--- src/rtl/fir_fold_pkg.sv ---
package fir_fold_pkg;
  typedef enum logic [1:0] {
    ST_IDLE = 2'd0,
    ST_RUN  = 2'd1,
    ST_DONE = 2'd2
  } fold_state_e;
endpackage

--- src/rtl/fold_rst_sync.sv ---
module fold_rst_sync (
  input  logic clk,
  input  logic rst_n,
  output logic rst_sync_n
);
  logic [1:0] sync_q;

  always_ff @(posedge clk or negedge rst_n) begin
    if (!rst_n) begin
      sync_q <= 2'b00;
    end else begin
      sync_q <= {sync_q[0], 1'b1};
    end
  end

  assign rst_sync_n = sync_q[1];
endmodule

--- src/rtl/fold_hist_ram.sv ---
// Sample history: one write port, two combinational read ports, bulk clear.
module fold_hist_ram #(
  parameter int DATA_W = 8,
  parameter int DEPTH  = 16,
  localparam int AW    = $clog2(DEPTH)
) (
  input  logic              clk,
  input  logic              rst_n,
  input  logic              clr,
  input  logic              we,
  input  logic [AW-1:0]     waddr,
  input  logic [DATA_W-1:0] wdata,
  input  logic [AW-1:0]     raddr_a,
  input  logic [AW-1:0]     raddr_b,
  output logic [DATA_W-1:0] rdata_a,
  output logic [DATA_W-1:0] rdata_b
);
  logic [DATA_W-1:0] rows [DEPTH];

  for (genvar i = 0; i < DEPTH; i++) begin : g_row
    logic              hit;
    logic [DATA_W-1:0] row_q;
    logic [DATA_W-1:0] row_d;
    logic              row_en;

    assign hit = we && (waddr == AW'(i));

    always_comb begin
      row_en = clr || hit;
      row_d  = clr ? '0 : wdata;
    end

    always_ff @(posedge clk or negedge rst_n) begin
      if (!rst_n) begin
        row_q <= '0;
      end else if (row_en) begin
        row_q <= row_d;
      end
    end

    assign rows[i] = row_q;
  end

  assign rdata_a = rows[raddr_a];
  assign rdata_b = rows[raddr_b];
endmodule

--- src/rtl/fold_coef_ram.sv ---
// Half-depth coefficient store: entry k serves both mirrored taps.
module fold_coef_ram #(
  parameter int COEF_W = 8,
  parameter int DEPTH  = 8,
  localparam int AW    = $clog2(DEPTH)
) (
  input  logic              clk,
  input  logic              rst_n,
  input  logic              we,
  input  logic [AW-1:0]     waddr,
  input  logic [COEF_W-1:0] wdata,
  input  logic [AW-1:0]     raddr,
  output logic [COEF_W-1:0] rdata
);
  logic [COEF_W-1:0] mem_q [DEPTH];

  always_ff @(posedge clk or negedge rst_n) begin
    if (!rst_n) begin
      for (int i = 0; i < DEPTH; i++) begin
        mem_q[i] <= '0;
      end
    end else if (we) begin
      mem_q[waddr] <= wdata;
    end
  end

  assign rdata = mem_q[raddr];
endmodule

--- src/rtl/fold_ctrl.sv ---
// Sequencer: circular write pointer, mirrored read addresses, pair counter.
module fold_ctrl
  import fir_fold_pkg::*;
#(
  parameter int MAX_TAPS  = 16,
  localparam int AW       = $clog2(MAX_TAPS),
  localparam int HALF     = MAX_TAPS / 2,
  localparam int HALF_AW  = $clog2(HALF),
  localparam int TAP_W    = $clog2(MAX_TAPS + 1)
) (
  input  logic               clk,
  input  logic               rst_n,
  input  logic               load,
  input  logic               in_valid,
  input  logic [TAP_W-1:0]   tap_num,
  output logic               wr_en,
  output logic [AW-1:0]      wr_addr,
  output logic [AW-1:0]      rd_addr_a,
  output logic [AW-1:0]      rd_addr_b,
  output logic [HALF_AW-1:0] coef_addr,
  output logic               acc_en,
  output logic               acc_first,
  output logic               centre,
  output logic               out_fire,
  output logic               busy,
  output logic [AW-1:0]      wr_ptr,
  output logic [TAP_W-1:0]   taps
);
  fold_state_e        st_q, st_d;
  logic [HALF_AW-1:0] k_q, k_d;
  logic [AW-1:0]      ptr_q, head_q;
  logic [TAP_W-1:0]   taps_q, taps_clamp;
  logic [TAP_W-1:0]   half_m, last_w, far_off;
  logic [HALF_AW-1:0] last_k;
  logic               accept, last_pair, odd_len;

  // tap count clamp applied at acceptance
  always_comb begin
    if (tap_num < TAP_W'(2)) begin
      taps_clamp = TAP_W'(2);
    end else if (tap_num > TAP_W'(MAX_TAPS)) begin
      taps_clamp = TAP_W'(MAX_TAPS);
    end else begin
      taps_clamp = tap_num;
    end
  end

  always_comb begin
    half_m    = (taps_q + TAP_W'(1)) >> 1;
    last_w    = half_m - TAP_W'(1);
    last_k    = last_w[HALF_AW-1:0];
    odd_len   = taps_q[0];
    last_pair = (k_q == last_k);
    far_off   = taps_q - TAP_W'(1) - TAP_W'(k_q);
  end

  assign accept = (st_q == ST_IDLE) && in_valid && !load;

  // next-state logic
  always_comb begin
    st_d = st_q;
    k_d  = k_q;
    unique case (st_q)
      ST_IDLE: begin
        if (accept) begin
          st_d = ST_RUN;
          k_d  = '0;
        end
      end
      ST_RUN: begin
        if (last_pair) begin
          st_d = ST_DONE;
        end else begin
          k_d = k_q + HALF_AW'(1);
        end
      end
      ST_DONE: st_d = ST_IDLE;
      default: st_d = ST_IDLE;
    endcase
    if (load) begin
      st_d = ST_IDLE;
    end
  end

  // state registers
  always_ff @(posedge clk or negedge rst_n) begin
    if (!rst_n) begin
      st_q <= ST_IDLE;
      k_q  <= '0;
    end else begin
      st_q <= st_d;
      k_q  <= k_d;
    end
  end

  // pointer and tap registers, enabled by acceptance
  always_ff @(posedge clk or negedge rst_n) begin
    if (!rst_n) begin
      ptr_q  <= '0;
      head_q <= '0;
      taps_q <= TAP_W'(2);
    end else if (accept) begin
      ptr_q  <= ptr_q + AW'(1);
      head_q <= ptr_q;
      taps_q <= taps_clamp;
    end
  end

  assign wr_en     = accept;
  assign wr_addr   = ptr_q;
  assign rd_addr_a = head_q - AW'(k_q);
  assign rd_addr_b = head_q - far_off[AW-1:0];
  assign coef_addr = k_q;
  assign acc_en    = (st_q == ST_RUN);
  assign acc_first = (k_q == '0);
  assign centre    = odd_len && last_pair;
  assign out_fire  = (st_q == ST_DONE) && !load;
  assign busy      = (st_q != ST_IDLE);
  assign wr_ptr    = ptr_q;
  assign taps      = taps_q;
endmodule

--- src/rtl/fold_mac.sv ---
// Pre-adder, single multiplier, accumulator, round/saturate, output register.
module fold_mac #(
  parameter int DATA_W   = 8,
  parameter int COEF_W   = 8,
  parameter int FRAC_W   = 7,
  parameter int MAX_TAPS = 16,
  localparam int PRE_W   = DATA_W + 1,
  localparam int PROD_W  = PRE_W + COEF_W,
  localparam int ACC_W   = PROD_W + $clog2(MAX_TAPS / 2) + 1
) (
  input  logic              clk,
  input  logic              rst_n,
  input  logic              acc_en,
  input  logic              acc_first,
  input  logic              centre,
  input  logic              out_fire,
  input  logic [DATA_W-1:0] smp_a,
  input  logic [DATA_W-1:0] smp_b,
  input  logic [COEF_W-1:0] coef,
  output logic              out_valid,
  output logic [DATA_W-1:0] out_data
);
  localparam int RND_HALF = 1 << (FRAC_W - 1);
  localparam logic signed [ACC_W:0] SAT_HI = (ACC_W+1)'((2 ** (DATA_W - 1)) - 1);
  localparam logic signed [ACC_W:0] SAT_LO = ~SAT_HI;

  logic [PRE_W-1:0]   pre_a, pre_b, pre_sum;
  logic [PROD_W-1:0]  pre_x, coef_x, prod;
  logic [ACC_W-1:0]   acc_q, acc_d, acc_base;
  logic [ACC_W:0]     rnd;
  logic signed [ACC_W:0] shf;
  logic [DATA_W-1:0]  sat_val;
  logic [DATA_W-1:0]  out_q;
  logic               valid_q;

  // pre-adder: full-width pair sum, centre tap uses one operand
  always_comb begin
    pre_a   = {smp_a[DATA_W-1], smp_a};
    pre_b   = centre ? '0 : {smp_b[DATA_W-1], smp_b};
    pre_sum = pre_a + pre_b;
  end

  // single multiplier and accumulate
  always_comb begin
    pre_x    = {{COEF_W{pre_sum[PRE_W-1]}}, pre_sum};
    coef_x   = {{PRE_W{coef[COEF_W-1]}}, coef};
    prod     = PROD_W'($signed(pre_x) * $signed(coef_x));
    acc_base = acc_first ? '0 : acc_q;
    acc_d    = acc_base + {{(ACC_W - PROD_W){prod[PROD_W-1]}}, prod};
  end

  // round half up, then clamp to the sample range
  always_comb begin
    rnd = {acc_q[ACC_W-1], acc_q} + (ACC_W+1)'(RND_HALF);
    shf = $signed(rnd) >>> FRAC_W;
    if (shf > SAT_HI) begin
      sat_val = {1'b0, {(DATA_W - 1){1'b1}}};
    end else if (shf < SAT_LO) begin
      sat_val = {1'b1, {(DATA_W - 1){1'b0}}};
    end else begin
      sat_val = shf[DATA_W-1:0];
    end
  end

  always_ff @(posedge clk or negedge rst_n) begin
    if (!rst_n) begin
      acc_q <= '0;
    end else if (acc_en) begin
      acc_q <= acc_d;
    end
  end

  always_ff @(posedge clk or negedge rst_n) begin
    if (!rst_n) begin
      out_q   <= '0;
      valid_q <= 1'b0;
    end else begin
      valid_q <= out_fire;
      if (out_fire) begin
        out_q <= sat_val;
      end
    end
  end

  assign out_valid = valid_q;
  assign out_data  = out_q;
endmodule

--- src/rtl/folded_fir.sv ---
module folded_fir #(
  parameter int DATA_W    = 8,
  parameter int COEF_W    = 8,
  parameter int FRAC_W    = 7,
  parameter int MAX_TAPS  = 16,
  localparam int AW       = $clog2(MAX_TAPS),
  localparam int HALF     = MAX_TAPS / 2,
  localparam int HALF_AW  = $clog2(HALF),
  localparam int TAP_W    = $clog2(MAX_TAPS + 1)
) (
  input  logic               clk,
  input  logic               rst_n,
  input  logic               coef_we,
  input  logic [HALF_AW-1:0] coef_addr,
  input  logic [COEF_W-1:0]  coef_data,
  input  logic               in_valid,
  input  logic [DATA_W-1:0]  in_data,
  input  logic [TAP_W-1:0]   tap_num,
  output logic               out_valid,
  output logic [DATA_W-1:0]  out_data
);
  logic               rst_sync_n;
  logic               wr_en, acc_en, acc_first, centre, out_fire, busy;
  logic [AW-1:0]      wr_addr, rd_addr_a, rd_addr_b, wr_ptr;
  logic [HALF_AW-1:0] coef_rd_addr;
  logic [TAP_W-1:0]   taps_q;
  logic [DATA_W-1:0]  smp_a, smp_b;
  logic [COEF_W-1:0]  coef_rd;

  fold_rst_sync u_rst_sync (
    .clk        (clk),
    .rst_n      (rst_n),
    .rst_sync_n (rst_sync_n)
  );

  fold_ctrl #(.MAX_TAPS(MAX_TAPS)) u_ctrl (
    .clk       (clk),
    .rst_n     (rst_sync_n),
    .load      (coef_we),
    .in_valid  (in_valid),
    .tap_num   (tap_num),
    .wr_en     (wr_en),
    .wr_addr   (wr_addr),
    .rd_addr_a (rd_addr_a),
    .rd_addr_b (rd_addr_b),
    .coef_addr (coef_rd_addr),
    .acc_en    (acc_en),
    .acc_first (acc_first),
    .centre    (centre),
    .out_fire  (out_fire),
    .busy      (busy),
    .wr_ptr    (wr_ptr),
    .taps      (taps_q)
  );

  fold_hist_ram #(.DATA_W(DATA_W), .DEPTH(MAX_TAPS)) u_hist (
    .clk     (clk),
    .rst_n   (rst_sync_n),
    .clr     (coef_we),
    .we      (wr_en),
    .waddr   (wr_addr),
    .wdata   (in_data),
    .raddr_a (rd_addr_a),
    .raddr_b (rd_addr_b),
    .rdata_a (smp_a),
    .rdata_b (smp_b)
  );

  fold_coef_ram #(.COEF_W(COEF_W), .DEPTH(HALF)) u_coef (
    .clk   (clk),
    .rst_n (rst_sync_n),
    .we    (coef_we),
    .waddr (coef_addr),
    .wdata (coef_data),
    .raddr (coef_rd_addr),
    .rdata (coef_rd)
  );

  fold_mac #(
    .DATA_W   (DATA_W),
    .COEF_W   (COEF_W),
    .FRAC_W   (FRAC_W),
    .MAX_TAPS (MAX_TAPS)
  ) u_mac (
    .clk       (clk),
    .rst_n     (rst_sync_n),
    .acc_en    (acc_en),
    .acc_first (acc_first),
    .centre    (centre),
    .out_fire  (out_fire),
    .smp_a     (smp_a),
    .smp_b     (smp_b),
    .coef      (coef_rd),
    .out_valid (out_valid),
    .out_data  (out_data)
  );
endmodule

--- config.mk ---
export PLATFORM = sky130hd
export DESIGN_NAME = folded_fir
export DESIGN_NICKNAME = d
export VERILOG_FILES = /design/src/rtl/fir_fold_pkg.sv /design/src/rtl/fold_rst_sync.sv /design/src/rtl/fold_hist_ram.sv /design/src/rtl/fold_coef_ram.sv /design/src/rtl/fold_ctrl.sv /design/src/rtl/fold_mac.sv /design/src/rtl/folded_fir.sv
export SDC_FILE = /design/constraint.sdc
export NUM_CORES = 1
export LEC_CHECK = 0
export BUFFER_PORTS_ARGS = -buffer_cell sky130_fd_sc_hd__buf_4
export CAP_MARGIN = 15
export CORE_MARGIN = 5
export CORE_UTILIZATION = 50
export CTS_CLUSTER_SIZE = 12
export DETAILED_ROUTE_END_ITERATION = 7
export GPL_TIMING_DRIVEN = 0
export PLACE_DENSITY = 0.64
export SLEW_MARGIN = 20
export SYNTH_ARGS = -nofsm -noshare
export SYNTH_HDL_FRONTEND = slang
export SYNTH_SLANG_ARGS = --single-unit
--- constraint.sdc ---
create_clock -name clk -period 8.9 [get_ports clk]
set_input_delay 0.445 -clock clk [delete_from_list [all_inputs] [get_ports clk]]
set_output_delay 0.445 -clock clk [all_outputs]
set_load 0.005 [all_outputs]
==> results_dict.tcl <==
set metrics [dict create \
    ios 37 \
    nNetsFinal 1819 \
    cts_root_buffer "clkbuf_16" \
    grtUsageTotal_pct 23.7 \
    status "finished with violations" \
    cts_sinks 241 \
    reg2reg_depth 42 \
    fin_crit_sh_pct 109 \
    grt_pass1_wl_um 69100 \
    ys.warnings.count 0 \
    reg2reg_to "u_mac.acc_q[19]" \
    cts_buffers 28 \
    synth_area_per_cell_um2 11.0 \
    finClkSkew_ns 0.0128 \
    drv_cap 0 \
    die_y_um 193 \
    first_pass_iters 5 \
    violations "setup timing" \
    area_growth_pct 19.8 \
    synth_edf_count 0 \
    dp_hpwl_um 30700 \
    fin_crit_ns 9.72 \
    tightest_slew_ns 1.07 \
    grt_max_degree 54 \
    wirelength_um 43600 \
    syn-instance-count 1512 \
    synth-async-reset-ratio_pct 100 \
    routedWlPerCell_um 20.6 \
    synth.most_common_cell "dfrtp_1" \
    holdPathStages 2 \
    holdCritPathClass "input pin to register" \
    cts_tree "done" \
    fillers 2769 \
    first_iter_violations 656 \
    cp_slowest_cell "fa_2" \
    antenna_cells 0 \
    netlist_top_cells_area "dfrtp_1 36%, mux4_2 11%, mux2i_1 9.4%" \
    ctsHtreeMaxLevel 1 \
    place.port_buffers 33 \
    placed_cell_area_mm2 0.0179 \
    startpoint "u_ctrl.coef_addr[0]" \
    synth_common_cells "240 x dfrtp_1, 198 x nor2_1, 156 x mux2i_1, 122 x inv_1, 80 x mux4_2" \
    start_util_pct 50.2 \
    slew_viol_final 0 \
    die_w_um 193 \
    drive_above_1_share_pct 27.1 \
    min_from "tap_num[4]" \
    critPathRequiredTime_ns 9.33 \
    crit_type "register to register" \
    clk_pin_slew_ns 0.06 \
    vias 12157 \
    yosysTopAreaCellShare_pct 36.0 \
    clockBufferDepth 3 \
    design_area_mm2 0.0200 \
    clock_latency_ns 0.55 \
    tns_ns -5.07 \
    crit_path_start_kind "register" \
    whs_ns 0.0690 \
    overflow 0 \
    gp_congestion 0.914 \
    grt_pass1_vias 12482 \
    cp_top_family "adder cells" \
    rows 67 \
    fin_util_pct 60.1 \
    antenna_found_initial 1 \
    fp.coreArea_mm2 0.0333 \
    synth.net_count 1683 \
    yosysUniqueCellTypes 63 \
    rsz0062_at_grt "true" \
    synth-seq-cells 241 \
    setup_viol 9 \
    vias_per_cell 5.75 \
    drc 0 \
    ff2ff_setup_slack_ns -0.82 \
    synth_area_mm2 0.0167 \
    synth_area_leader_cell "dfrtp_1" \
    postLayoutSetupSlackWorst_ns -0.816 \
    worstHoldEndpoint "u_ctrl.taps[1]" \
    ys_seq_area_share_pct 36.1 \
    crit_fanout 8 \
    dieArea_mm2 0.0371 \
    hold_viol_final 0 \
    synth_ff_type "dfrtp_1" \
    cp_common_cell "a21oi_2" \
    slowest_delay_ns 0.70 \
    r2r-start "u_ctrl.coef_addr[0]" \
    cp_num_buf_inv 10 \
    crit_path_end_kind "register" \
    max_slew_margin_pct 26.8 \
    critPathArrivalTime_ns 10.15 \
    maxClockFrequency_mhz 103 \
    drtAntennaViolNets 0 \
]
## final cells by class
type | instances | area [um^2] | area share, %
timing repair buffer | 107 | 958 | 4.79
buffer | 67 | 437 | 2.18
inverter | 122 | 460 | 2.30
clock buffer | 41 | 800 | 4.00
multi-input combinational | 1081 | 10700 | 53.5
tap | 448 | 561 | 2.80
clock inverter | 6 | 46.3 | 0.231
sequential | 241 | 6040 | 30.2
## worst register-to-register path: cells and delay by family (launching register included)
family	cells	cell delay [ns]
fa+ha+maj	10	4.25
buf+inv	10	1.19
compound gates	14	2.42
mux	3	0.67
flops	1	0.39
xor+xnor	1	0.17
simple gates	4	0.56
## cells by family (layout without fill, tap and decap cells)
| kind of cell | Yosys count | count (layout) | share of synthesized area, % |
|---|---|---|---|
| AOI/OAI and AO/OA | 164 | 164 | 6.47 |
| adders and majority gates | 143 | 143 | 13.8 |
| other | 1 | 1 | 0.0225 |
| and+or+nand+nor | 403 | 403 | 11.0 |
| buffers and inverters | 190 | 343 | 4.33 |
| xor gates and xnor gates | 69 | 69 | 3.73 |
| muxes | 301 | 301 | 24.5 |
| DFF | 241 | 241 | 36.1 |
## flip-flops by register name (all words and copies together) (netlist names)
name and cells:
u_ctrl.head_q 4, u_ctrl.wr_addr 4, u_mac.out_valid 1, u_ctrl.taps 4, u_ctrl.st_q 2, u_mac.acc_q 21
u_hist.g_row.row_q 128, u_ctrl.coef_addr 3, u_coef.mem_q 64, u_rst_sync.sync_q 2, u_mac.out_data 8
## how the worst max path moves through the flow
stage,cells after the start,endpoint,slack (ns)
after floorplan,41,u_mac.acc_q[17],-0.71
after global placement,38,u_mac.acc_q[17],-2.35
after CTS,42,u_mac.acc_q[19],-0.71
final,42,u_mac.acc_q[19],-0.82
after detailed placement,38,u_mac.acc_q[17],-2.40
after global routing,45,u_mac.acc_q[19],-1.13
## repair_timing
item,4_1_cts,5_1_grt
gates cloned,0,0
hold buffers,1,0
pin swaps,45,63
gates resized for setup,86,63
hold endpoints to repair,2,0
endpoints found under the setup margin,15,12
buffers inserted,43,24
## per-stage QoR
stage	instances	setup slack (ns)
floorplan	1512	-0.707
global placement	1993	-2.35
detailed placement	2002	-2.40
CTS	2091	-0.705
global route	2113	-1.13
finish	2113	-0.816
## metal layers
| layer | global-route usage, % | part of all wire (%) |
|---|---|---|
| met5 | 0 | 0 |
| met4 | 7.73 | 3.9 |
| met3 | 3.42 | 4.4 |
| met2 | 40.0 | 50 |
| met1 | 31.7 | 42 |
## cells in the final DEF (no fill, tap or decap), types with 52 or more instances in the layout
cell | synthesis | final
buf_4 | 1 | 91
mux2_2 | 65 | 65
dfrtp_1 | 240 | 237
mux2i_1 | 156 | 153
ha_1 | 75 | 58
mux4_2 | 80 | 80
fa_1 | 68 | 62
clkbuf_1 | 57 | 52
nor2_1 | 198 | 188
inv_1 | 122 | 109
nand2_1 | 68 | 65
Power is not shown: default switching activity piles up to over one toggle a cycle in this logic, so the estimate is an artifact.
